<file path="src/rtl/ims_pkg.sv">
package ims_pkg;
  typedef enum logic [1:0] {
    OP_LD  = 2'b00,
    OP_ST  = 2'b01,
    OP_TLO = 2'b10,
    OP_THI = 2'b11
  } ims_op_e;

  typedef enum logic [1:0] {
    ST_IDLE = 2'b00,
    ST_PTR  = 2'b01,
    ST_ACC  = 2'b10
  } ims_state_e;
endpackage

</file>
<file path="src/rtl/ims_ctrl.sv">
module ims_ctrl
  import ims_pkg::*;
(
  input  logic       clk_i,
  input  logic       rst_ni,
  input  logic       req_i,
  output logic       accept_o,
  output ims_state_e state_o,
  output logic       fin_o
);
  ims_state_e state_q;

  assign accept_o = req_i && (state_q == ST_IDLE);
  assign state_o  = state_q;
  assign fin_o    = (state_q == ST_ACC);

  always_ff @(posedge clk_i or negedge rst_ni) begin
    if (!rst_ni) state_q <= ST_IDLE;
    else begin
      unique case (state_q)
        ST_IDLE: if (accept_o) state_q <= ST_PTR;
        ST_PTR:  state_q <= ST_ACC;
        default: state_q <= ST_IDLE;
      endcase
    end
  end
endmodule

</file>
<file path="src/rtl/ims_ptr.sv">
module ims_ptr
  import ims_pkg::*;
#(
  parameter int DAW = 7,
  parameter int PAW = 11,
  localparam int PTRW = (DAW > PAW) ? DAW : PAW
) (
  input  logic            clk_i,
  input  logic            rst_ni,
  input  logic            accept_i,
  input  ims_state_e      state_i,
  input  logic            stk_i,
  input  logic [DAW-1:0]  addr_i,
  input  logic [DAW-1:0]  sp_i,
  input  logic [15:0]     dm_rdata_i,
  output logic            err_o,
  output logic [PTRW-1:0] ptr_o,
  output logic [DAW-1:0]  dm_addr_o,
  output logic [PAW-1:0]  pm_addr_o
);
  logic [DAW-1:0]  loc_q;
  logic [PTRW-1:0] ptr_q;
  logic            err_q;
  logic [DAW-1:0]  loc_d;

  assign loc_d = stk_i ? sp_i : addr_i;

  always_ff @(posedge clk_i or negedge rst_ni) begin
    if (!rst_ni) begin
      loc_q <= '0;
      err_q <= 1'b0;
      ptr_q <= '0;
    end else begin
      if (accept_i) begin
        loc_q <= loc_d;
        err_q <= loc_d[0];
      end
      // upper pointer bits beyond both address widths are dropped here
      if (state_i == ST_PTR) ptr_q <= dm_rdata_i[PTRW-1:0];
    end
  end

  assign err_o     = err_q;
  assign ptr_o     = ptr_q;
  assign dm_addr_o = (state_i == ST_ACC) ? ptr_q[DAW-1:0] : loc_q;
  assign pm_addr_o = ptr_q[PAW-1:0];
endmodule

</file>
<file path="src/rtl/ims_access.sv">
module ims_access
  import ims_pkg::*;
#(
  parameter int PW = 14,
  localparam int HW = PW - 8
) (
  input  logic          clk_i,
  input  logic          rst_ni,
  input  logic          accept_i,
  input  logic          fin_i,
  input  logic [1:0]    op_i,
  input  logic [7:0]    acc_i,
  input  logic          err_i,
  input  logic          lane_i,
  input  logic [15:0]   dm_rdata_i,
  input  logic [PW-1:0] pm_rdata_i,
  output logic          dm_we_o,
  output logic [7:0]    dm_wdata_o,
  output logic          done_o,
  output logic          err_o,
  output logic          acc_we_o,
  output logic [7:0]    acc_o
);
  ims_op_e    op_q;
  logic [7:0] acc_q;
  logic [7:0] res_d;

  always_comb begin
    res_d = '0;
    unique case (op_q)
      OP_LD:   res_d = lane_i ? dm_rdata_i[15:8] : dm_rdata_i[7:0];
      OP_TLO:  res_d = pm_rdata_i[7:0];
      OP_THI:  res_d[HW-1:0] = pm_rdata_i[PW-1:8];
      default: res_d = '0;
    endcase
  end

  assign dm_we_o    = fin_i && (op_q == OP_ST) && !err_i;
  assign dm_wdata_o = acc_q;

  always_ff @(posedge clk_i or negedge rst_ni) begin
    if (!rst_ni) begin
      op_q     <= OP_LD;
      acc_q    <= '0;
      done_o   <= 1'b0;
      err_o    <= 1'b0;
      acc_we_o <= 1'b0;
      acc_o    <= '0;
    end else begin
      if (accept_i) begin
        op_q  <= ims_op_e'(op_i);
        acc_q <= acc_i;
      end
      done_o   <= fin_i;
      err_o    <= fin_i && err_i;
      acc_we_o <= fin_i && !err_i && (op_q != OP_ST);
      if (fin_i) acc_o <= err_i ? 8'h00 : res_d;
    end
  end
endmodule

</file>
<file path="src/rtl/ind_mem_seq.sv">
module ind_mem_seq
  import ims_pkg::*;
#(
  parameter int PW  = 14,
  parameter int DAW = 7,
  parameter int PAW = 11,
  localparam int PTRW = (DAW > PAW) ? DAW : PAW
) (
  input  logic           clk_i,
  input  logic           rst_ni,
  input  logic           req_i,
  input  logic [1:0]     op_i,
  input  logic           stk_i,
  input  logic [DAW-1:0] addr_i,
  input  logic [DAW-1:0] sp_i,
  input  logic [7:0]     acc_i,
  output logic           busy_o,
  output logic [DAW-1:0] dm_addr_o,
  input  logic [15:0]    dm_rdata_i,
  output logic           dm_we_o,
  output logic [7:0]     dm_wdata_o,
  output logic [PAW-1:0] pm_addr_o,
  input  logic [PW-1:0]  pm_rdata_i,
  output logic           done_o,
  output logic           err_o,
  output logic           acc_we_o,
  output logic [7:0]     acc_o
);
  logic            accept;
  logic            fin;
  logic            err_q;
  logic [PTRW-1:0] ptr;
  ims_state_e      state;

  ims_ctrl u_ctrl (
    .clk_i   (clk_i),
    .rst_ni  (rst_ni),
    .req_i   (req_i),
    .accept_o(accept),
    .state_o (state),
    .fin_o   (fin)
  );

  ims_ptr #(.DAW(DAW), .PAW(PAW)) u_ptr (
    .clk_i     (clk_i),
    .rst_ni    (rst_ni),
    .accept_i  (accept),
    .state_i   (state),
    .stk_i     (stk_i),
    .addr_i    (addr_i),
    .sp_i      (sp_i),
    .dm_rdata_i(dm_rdata_i),
    .err_o     (err_q),
    .ptr_o     (ptr),
    .dm_addr_o (dm_addr_o),
    .pm_addr_o (pm_addr_o)
  );

  ims_access #(.PW(PW)) u_acc (
    .clk_i     (clk_i),
    .rst_ni    (rst_ni),
    .accept_i  (accept),
    .fin_i     (fin),
    .op_i      (op_i),
    .acc_i     (acc_i),
    .err_i     (err_q),
    .lane_i    (ptr[0]),
    .dm_rdata_i(dm_rdata_i),
    .pm_rdata_i(pm_rdata_i),
    .dm_we_o   (dm_we_o),
    .dm_wdata_o(dm_wdata_o),
    .done_o    (done_o),
    .err_o     (err_o),
    .acc_we_o  (acc_we_o),
    .acc_o     (acc_o)
  );

  assign busy_o = (state != ST_IDLE);
endmodule

</file>
<file path="config.mk">
export PLATFORM = sky130hd
export DESIGN_NAME = ind_mem_seq
export DESIGN_NICKNAME = d
export VERILOG_FILES = /design/src/rtl/ims_pkg.sv /design/src/rtl/ims_ctrl.sv /design/src/rtl/ims_ptr.sv /design/src/rtl/ims_access.sv /design/src/rtl/ind_mem_seq.sv
export SDC_FILE = /design/constraint.sdc
export NUM_CORES = 1
export LEC_CHECK = 0
export BUFFER_PORTS_ARGS = -buffer_cell sky130_fd_sc_hd__buf_4
export CAP_MARGIN = 20
export CORE_MARGIN = 1.5
export CORE_UTILIZATION = 45
export DETAILED_ROUTE_END_ITERATION = 8
export GPL_TIMING_DRIVEN = 0
export PLACE_DENSITY = 0.77
export SLEW_MARGIN = 20
export SYNTH_ARGS = -nofsm -noshare
export SYNTH_HDL_FRONTEND = slang
export SYNTH_HIERARCHICAL = 1
export SYNTH_SLANG_ARGS = --single-unit
</file>
<file path="constraint.sdc">
create_clock -name clk_i -period 4.7 [get_ports clk_i]
set_input_delay 0.705 -clock clk_i [delete_from_list [all_inputs] [get_ports clk_i]]
set_output_delay 0.705 -clock clk_i [all_outputs]
set_load 0.1 [all_outputs]
</file>
==> metrics.yaml, run 1 <==
cts:
  htree_levels: 2
  postCtsSetupRepairBufs: 0
  clock_latency_ps: 290
  ctsHoldBuffers: 0
  clk_pin_slew_ps: 80
  cts_root_buffer: "clkbuf_8"
  cts_resized: 0
  cts.sinks: 41
  cts_buffers: 5
  clock_path_buffers: 2
  cts_tree: "yes"
pwr:
  clkPwrFrac_pct: 13.4
  power_leakage_nw: 1.453
  peakVddDrop_mv: 0.4238
  p_sw_share_pct: 53.61
  power_frac_comb_pct: 60.4
  p_seq_share_pct: 26.2
  internal-power_w: 0.0009270
  switchingPower_w: 0.001071
  power_w: 0.001998
  power_density_nw_per_um2: 679.9
critical_path:
  crit_fanout: 7
  path_delay_family: "simple AND/OR/NAND/NOR gates"
  endpoint_kind: "output port"
  r2r-start: "u_ctrl/state_o[1]"
  critPathCapture: "dm_we_o"
  critical_path.max_stage_delay_ps: 460
  path_cells: "and2b_2, nand2b_1, nor3b_1, buf_4"
  cp.buffers_inverters: 1
  r2r_setup_slack_ps: 2640
  r2r_cells: 3
  cp.depth: 4
  startpoint: "u_ctrl/state_o[0]"
  required_ps: 3990
  slowest_stage: "dfrtp_1"
  start_kind: "flip-flop"
  worstPathArrival_ps: 1760
  r2r_end: "u_acc/dm_wdata_o[7]"
  critPathKind: "flip-flop to output port"
floorplanning:
  coreArea_sq_um: 4384
  start_util_pct: 46.92
  die_area_sq_um: 4986
  num_rows: 24
  die_y_um: 70.61
  pin_count: 97
  die_x_um: 70.61
timing:
  max_freq_ghz: 0.4052
  final-hold-violation-count: 0
  worst_pin_slew_ps: 845.5
  setup-violations-final: 0
  clock_skew_ps: 3.980
  fin_crit_ps: 2468
  rsz0062_at_grt: "no"
  fin_crit_sh_pct: 52.51
  final.setup.tns_ps: 0
  relSlewSlack_pct: 43.51
  slew_viol_final: 0
detailed_routing:
  wl_per_cell_um: 15.16
  viasPerCell: 5.039
  drt-total-wl_mm: 4.670
  drc: 0
  drtAntennaViolNets: 0
  first_pass_iters: 4
  routed-via-count: 1552
  drt-initial-drc-count: 92
global_route:
  grt_overflow: 0
  grt_usage_pct: 19.61
  first_global_vias: 1602
  grt_max_degree: 42
  antenna_found_initial: 0
  grt_first_pass_wirelength_mm: 7.686
logic_synthesis:
  syn_avg_cell_area_sq_um: 13.36
  synthCells: 154
  netlist_area_sq_um: 2057
  syn_nets: 212
  synth_warnings: 6
layout:
  num_antenna_cells: 0
  layout-drive-gt1-share_pct: 58.20
  final_net_count: 314
  final_core_util_pct: 67.04
  area_delta_synth_final_pct: 42.88
place:
  io_buffers: 95
  dpl.hpwl_mm: 3.634
  place.gp.congestion: 0.7494
outcome:
  status: "complete, no violations"
hold_path:
  hp-class: "primary input to asynchronous set/reset pin"
run:
  max_cap_violations: 0
-- layout by cell type, fill, tap and decap left out, types with 2 or more instances in the layout --
master and count:
nor2b_4 2, buf_2 4, o22ai_1 2, mux2i_1 9, buf_4 96, inv_1 9
mux2_1 8, mux2_2 15, a21oi_1 8, buf_6 4, nor3b_1 3, clkbuf_8 5
o21ai_1 6, dfrtp_1 41, a22oi_1 6, or2_1 2, mux2_4 18, nor2_1 7
-- stage by stage --
stage	worst slack, ps	cell area, sq um	hold slack (ps)	cells
global placement	2368	2835	491.7	301
finish	2232	2939	374.8	308
detailed placement	2367	2835	497.4	301
CTS	2218	2939	394.8	308
global route	2145	2939	431.5	308
floorplan	1004	2057	409.4	154
-- power by group through the flow --
stage / combinational [W] / clock, W / sequential, W
3_5_place_dp: 0.00121 / 0 / 0.000531
5_1_grt: 0.00124 / 0.000287 / 0.000538
2_1_floorplan: 0.000415 / 0 / 0.00107
6_report: 0.00121 / 0.000268 / 0.000524
4_1_cts: 0.00121 / 0.000275 / 0.000526
3_3_place_gp: 0.00120 / 0 / 0.000527
-- per-layer routing --
layer	global-route usage (%)	routed length, um
met4	5.870	49
met1	26.12	2055
met2	32.60	2315
met3	4.131	249
met5	0	0
-- worst min path at each step --
stage	start	depth (start not counted)	to	slack, ps
2_1_floorplan	rst_ni	0	u_acc/acc_o[0]	410
3_3_place_gp	u_acc/dm_wdata_o[4]	1	u_acc/dm_wdata_o[4]	490
3_5_place_dp	u_ptr/pm_addr_o[8]	1	u_ptr/pm_addr_o[8]	500
4_1_cts	rst_ni	1	u_ptr/pm_addr_o[1]	390
5_1_grt	rst_ni	1	u_ptr/pm_addr_o[1]	430
6_report	rst_ni	1	u_ptr/pm_addr_o[9]	370
-- cell type report --
type / count / area, sq um
Buffer: 10 / 92.59
Clock buffer: 5 / 68.82
Clock inverter: 2 / 35.03
Fill cell: 348 / 1445
Inverter: 9 / 33.78
Multi-Input combinational cell: 94 / 904.6
Sequential cell: 41 / 1026
Tap cell: 52 / 65.06
Timing Repair Buffer: 95 / 713.2
-- flip-flops by register name, summed over array words and instances (netlist names) --
name and count:
u_acc/acc_o 8, u_acc/acc_we_o 1, u_acc/dm_wdata_o 8, u_acc/done_o 1, u_acc/err_o 1, u_acc/op_q 2
u_ctrl/state_o 2, u_ptr/loc_q 7, u_ptr/pm_addr_o 11
(Power assumes the default switching activity.)
==> run 2: changes to the inputs <==
CORE_UTILIZATION = 42   (was 45)
PLACE_DENSITY = 0.76   (was 0.77)
clock period = 2.25 ns   (was 4.7 ns; I/O delays follow)
==> run 2 against run 1 <==
  * Sequential cell count unchanged
  * Final cell count up 5.2%
  * Register-to-register slack worse by 2100 ps
  * Clock power rose to 2.6 times the previous value
  * Wire length up 2.3%
  * First-iteration DRC count down 6.5%
  * Clock skew up 1.9 ps
  * Worst hold slack worse by 360 ps
  * Die area up 6.8%
  * Global-route usage down 1.0 points
  * Critical path type unchanged
==> metrics.yaml, run 2 (synthesis results as in run 1) <==
global_route:
  grt_max_degree: 42  # unchanged
  grt_usage_pct: 18.58  # -1.0 points
  first_global_vias: 1557  # -2.8%
  antenna_found_initial: 0  # unchanged
  grt_first_pass_wirelength_mm: 7.431  # -3.3%
  grt_overflow: 0  # unchanged
critical_path:
  cp.buffers_inverters: 2  # +1
  slowest_stage: "dfrtp_1"
  critical_path.max_stage_delay_ps: 520  # +60 ps
  worstPathArrival_ps: 1720  # -40 ps
  start_kind: "flip-flop"
  critPathKind: "flip-flop to output port"
  required_ps: 1910  # -2080 ps
  path_cells: "nor2b_4, buf_6, mux2_4, buf_4"
  endpoint_kind: "output port"
  crit_fanout: 7  # unchanged
  r2r-start: "u_ctrl/state_o[1]"
  path_delay_family: "flip-flops"
  startpoint: "u_ctrl/state_o[1]"
pwr:
  peakVddDrop_mv: 0.6391  # +51%
  power_leakage_nw: 1.475  # +1.5%
  power_density_nw_per_um2: 1436  # +110%
layout:
  num_antenna_cells: 0  # unchanged
  fin_cells: 324  # +5.2%
  final_net_count: 314  # unchanged
  layout_commonest_cell: "buf_4"
  layout-drive-gt1-share_pct: 59.14  # +0.94 points
  finalInstanceArea_sq_um: 3004  # +2.2%
  largest_register_ffs: 11  # unchanged
  most-common-layout-cells: "buf_4, dfrtp_1, mux2_4"
  area_delta_synth_final_pct: 46.05
cts:
  clock_path_buffers: 2  # unchanged
  cts_resized: 0  # unchanged
  postCtsSetupRepairBufs: 0  # unchanged
  clock_latency_ps: 290  # about the same
  ctsHoldBuffers: 0  # unchanged
  htree_levels: 2  # unchanged
  cts_root_buffer: "clkbuf_8"
  cts_tree: "yes"
  cts.sinks: 41  # unchanged
  cts_buffers: 5  # unchanged
  clk_pin_slew_ps: 80  # about the same
floorplanning:
  pin_count: 97  # unchanged
  start_util_pct: 43.55  # -3.4 points
  die_x_um: 72.98  # +3.4%
  coreArea_sq_um: 4723  # +7.7%
  num_rows: 25  # +4.2%
  die_y_um: 72.98  # +3.4%
  die_area_sq_um: 5326  # +6.8%
place:
  post-place-ws_ps: 221.2  # -2146 ps
  placed_cells: 316  # +5.0%
  placed_area_sq_um: 2865  # +1.1%
  place.gp.congestion: 0.7682  # +2.5%
  dpl.hpwl_mm: 3.700  # +1.8%
  io_buffers: 95  # unchanged
detailed_routing:
  drc: 0  # unchanged
  wl_per_cell_um: 14.74  # -2.8%
  drt-initial-drc-count: 86  # -6.5%
  drtAntennaViolNets: 0  # unchanged
  first_pass_iters: 4  # unchanged
  drt-total-wl_mm: 4.777  # +2.3%
  routed-via-count: 1576  # +1.5%
  viasPerCell: 4.864  # -3.5%
hold_path:
  hp-class: "primary input to asynchronous set/reset pin"
timing:
  final-hold-violation-count: 0  # unchanged
  fin_crit_ps: 2058
  fin_crit_sh_pct: 91.48
  slew_viol_final: 0  # unchanged
  setup-violations-final: 0  # unchanged
  final.setup.tns_ps: 0  # unchanged
  clock_skew_ps: 5.878  # +1.898 ps
  setup_ws_ps: 191.6  # -2040 ps
  max_freq_ghz: 0.4858
  worst_pin_slew_ps: 507.2  # -338.3 ps
  relSlewSlack_pct: 66.19  # +23 points
  rsz0062_at_grt: "no"
outcome:
  status: "complete, no violations"
run:
  max_cap_violations: 0  # unchanged
[run 2: per-stage QoR]
stage | util [%] | power (W) | hold slack (ps)
final | 63.60 | 0.004313 | 16.34
after global routing | 63.60 | 0.004469 | 51.57
after detailed placement | 60.66 | 0.003648 | 350.8
after floorplan | - | 0.003101 | 41.91
after global placement | 60.66 | 0.003613 | 351.9
after CTS | 63.50 | 0.004351 | 29.26
[run 2: cell type report]
| type | count | area [sq um] |
|---|---|---|
| Fill cell | 394 | 1719 |
| Sequential cell | 41 | 1026 |
| Multi-Input combinational cell | 94 | 920.9 |
| Timing Repair Buffer | 95 | 713.2 |
| Buffer | 10 | 92.59 |
| Tap cell | 67 | 83.83 |
| Clock buffer | 5 | 68.82 |
| Clock inverter | 3 | 65.06 |
| Inverter | 9 | 33.78 |
[run 2: report_power, final]
part	switching [W]	internal, W	total [W]
registers	0.000154	0.000938	0.00109
logic	0.00185	0.000679	0.00253
clock network	0.000254	0.000441	0.000694
[run 2: final timing paths]
path / to / cells after the start / slack (ps)
max in group asynchronous: u_ptr/loc_q[6] / 1 / 1890
max reg2reg: u_acc/dm_wdata_o[2] / 3 / 500
min reg2reg: u_acc/dm_wdata_o[5] / 1 / 510
max: dm_addr_o[3] / 4 / 190
min in group clk_i: u_acc/op_q[1] / 3 / 250
min: u_ptr/pm_addr_o[8] / 1 / 20
[run 2: metal layers]
| layer | track usage [%] | routed length [um] | vias to the layer above |
|---|---|---|---|
| li1 | - | - | 746 |
| met1 | 22.10 | 1890 | 759 |
| met2 | 32.93 | 2529 | 61 |
| met3 | 3.729 | 272 | 10 |
| met4 | 6.918 | 84 | 0 |
| met5 | 0 | 0 | - |
==> run 3: changes to the inputs <==
ABC_AREA = 1   (was unset)
CORE_UTILIZATION = 43   (was 42)
SLEW_MARGIN = unset   (was 20)
==> run 3 against run 2 <==
  * Fmax decreased by 2.9%
  * Clock power decreased by 16%
  * Combinational power increased by 3%
  * Non-clock buffer count increased by 1
  * Core utilization increased by 0.95 points
  * Critical endpoint is now dm_we_o
  * Largest cell class unchanged
==> metrics.yaml, run 3 <==
cts:
  postCtsSetupRepairBufs: 0  # unchanged
  cts_buffers: 5  # unchanged
  ctsHoldBuffers: 0  # unchanged
  cts.sinks: 41  # unchanged
  clock_latency_ps: 290  # about the same
  cts_resized: 0  # unchanged
  htree_levels: 2  # unchanged
  clock_path_buffers: 2  # unchanged
  cts_root_buffer: "clkbuf_8"
  cts_tree: "yes"
  clk_pin_slew_ps: 80  # about the same
timing:
  clock_skew_ps: 12.68  # +6.804 ps
  fin_crit_sh_pct: 94.17  # +2.7 points
  final.setup.tns_ps: 0  # unchanged
  slew_viol_final: 0  # unchanged
  fin_crit_ps: 2119  # +60.43 ps
  max_freq_ghz: 0.4720  # -2.9%
  relSlewSlack_pct: 66.17  # about the same
  rsz0062_at_grt: "no"
  setup-violations-final: 0  # unchanged
  final-hold-violation-count: 0  # unchanged
  worst_pin_slew_ps: 507.5  # +0.3209 ps
layout:
  largest_register_ffs: 11  # unchanged
  layout-drive-gt1-share_pct: 34.26  # -25 points
  finalInstanceArea_sq_um: 3089  # +2.8%
  register_area_sq_um: 1026  # unchanged
  fin_cells: 464  # +43%
  multi_input_area_sq_um: 878.3  # -4.6%
  area_delta_synth_final_pct: 42.39
  most-common-layout-cells: "nand2_1, buf_4, nand3_1"
  layout_commonest_cell: "nand2_1"
  final_core_util_pct: 64.55  # +0.95 points
  num_antenna_cells: 0  # unchanged
  final_net_count: 454  # +45%
  nFillCells: 445  # +13%
global_route:
  grt_first_pass_wirelength_mm: 9.142  # +23%
  grt_usage_pct: 21.80  # +3.2 points
  antenna_found_initial: 0  # unchanged
  grt_max_degree: 42  # unchanged
  first_global_vias: 2098  # +35%
  grt_overflow: 0  # unchanged
place:
  placed_cells: 456  # +44%
  dpl.hpwl_mm: 4.229  # +14%
  place.gp.congestion: 0.8267  # +7.6%
  placed_area_sq_um: 2978  # +3.9%
  io_buffers: 95  # unchanged
critical_path:
  start_kind: "flip-flop"
  critPathKind: "flip-flop to output port"
  endpoint_kind: "output port"
  required_ps: 1910  # about the same
  startpoint: "u_ctrl/state_o[0]"
  crit_fanout: 9  # +2
  r2r-start: "u_ctrl/state_o[0]"
  worstPathArrival_ps: 1780  # +60 ps
  r2r_cells: 5  # +2
floorplanning:
  pin_count: 97  # unchanged
  num_rows: 25  # unchanged
  coreArea_sq_um: 4786  # +1.3%
  die_area_sq_um: 5480  # +2.9%
  die_y_um: 74.03  # +1.4%
  die_x_um: 74.03  # +1.4%
  start_util_pct: 45.33  # +1.8 points
logic_synthesis:
  syn_nets: 352  # +66%
  syn_avg_cell_area_sq_um: 7.380  # -45%
  synth_warnings: 6  # unchanged
  netlist_area_sq_um: 2170  # +5.5%
  synthCells: 294  # +91%
pwr:
  p_seq_share_pct: 25.6  # +0.3 points
  power_frac_comb_pct: 60.7  # +2.1 points
  peakVddDrop_mv: 0.7120  # +11%
  power_w: 0.004278  # -0.80%
  internal-power_w: 0.001844  # -10%
  clkPwrFrac_pct: 13.7  # -2.4 points
  p_sw_share_pct: 56.91  # +4.6 points
  switchingPower_w: 0.002435  # +8.0%
  power_leakage_nw: 1.834  # +24%
  power_density_nw_per_um2: 1385  # -3.5%
detailed_routing:
  wl_per_cell_um: 11.64  # -21%
  route.met3.wl_um: 352  # +29%
  top_layer: "met4"
  drt-initial-drc-count: 174  # +100%
  routed-via-count: 2142  # +36%
  drtAntennaViolNets: 0  # unchanged
  drc: 0  # unchanged
  drt-total-wl_mm: 5.400  # +13%
  wl_met2_mm: 2.700  # +6.8%
  wl_met1_mm: 2.306  # +22%
  viasPerCell: 4.616  # -5.1%
  first_pass_iters: 4  # unchanged
hold_path:
  hp-class: "primary input to asynchronous set/reset pin"
run:
  max_cap_violations: 0  # unchanged
outcome:
  status: "complete, no violations"
-- run 3: cell types whose count changed in the layout (fill, tap and decap cells not counted), sizes merged, moves of 2 or more --
cell   change
nor3b      -3
nand2    +126
nand3     +45
o22ai      -2
mux2      -33
nor2b      -3
a22oi      -6
mux2i      -9
inv       +42
or2        -2
o21ai      -5
a21oi      -7
-- run 3: worst max-delay path, cell delays in order, from the launching register on --
cell,delay [ps]
dfrtp_1,480
nor2_1,250
inv_2,150
nor2_4,130
inv_2,70
nor3_4,110
buf_4,310
-- run 3: cell type report --
cell class	instances	area share [%]
clock buffer	6	2.349
inverter	51	6.197
sequential	41	33.21
tap	67	2.714
clock inverter	2	1.256
timing repair buffer	95	23.09
buffer	11	2.754
multi-input combinational	191	28.43
-- run 3: metrics by stage --
stage               hold slack (ps)  worst slack, ps
finish                        4.510            131.2
global route                  58.61            22.18
CTS                           29.68            108.3
detailed placement            349.9            431.2
global placement              351.6            441.9
floorplan                     41.91            149.2
-- run 3: worst paths after layout --
| path | to | slack (ps) |
|---|---|---|
| max | dm_we_o | 130 |
| min | u_acc/acc_o[5] | 5 |
| max reg2reg | u_acc/dm_wdata_o[6] | 650 |
| min reg2reg | u_ptr/pm_addr_o[8] | 480 |
| max in group asynchronous | u_ptr/loc_q[6] | 1880 |
| min in group clk_i | u_acc/op_q[0] | 240 |
-- run 3: per-layer routing --
metal	global-route usage, %	up-vias
met4	5.556	0
met2	37.40	61
met5	0	-
met1	27.27	987
met3	5.827	4
li1	-	1090
-- run 3: power groups by stage --
stage               clock, W  sequential, W  combinational, W
floorplan                  0        0.00229          0.000835
global placement           0        0.00111           0.00258
detailed placement         0        0.00111           0.00261
CTS                 0.000607        0.00110           0.00261
global route        0.000640        0.00113           0.00273
finish              0.000586        0.00109           0.00260
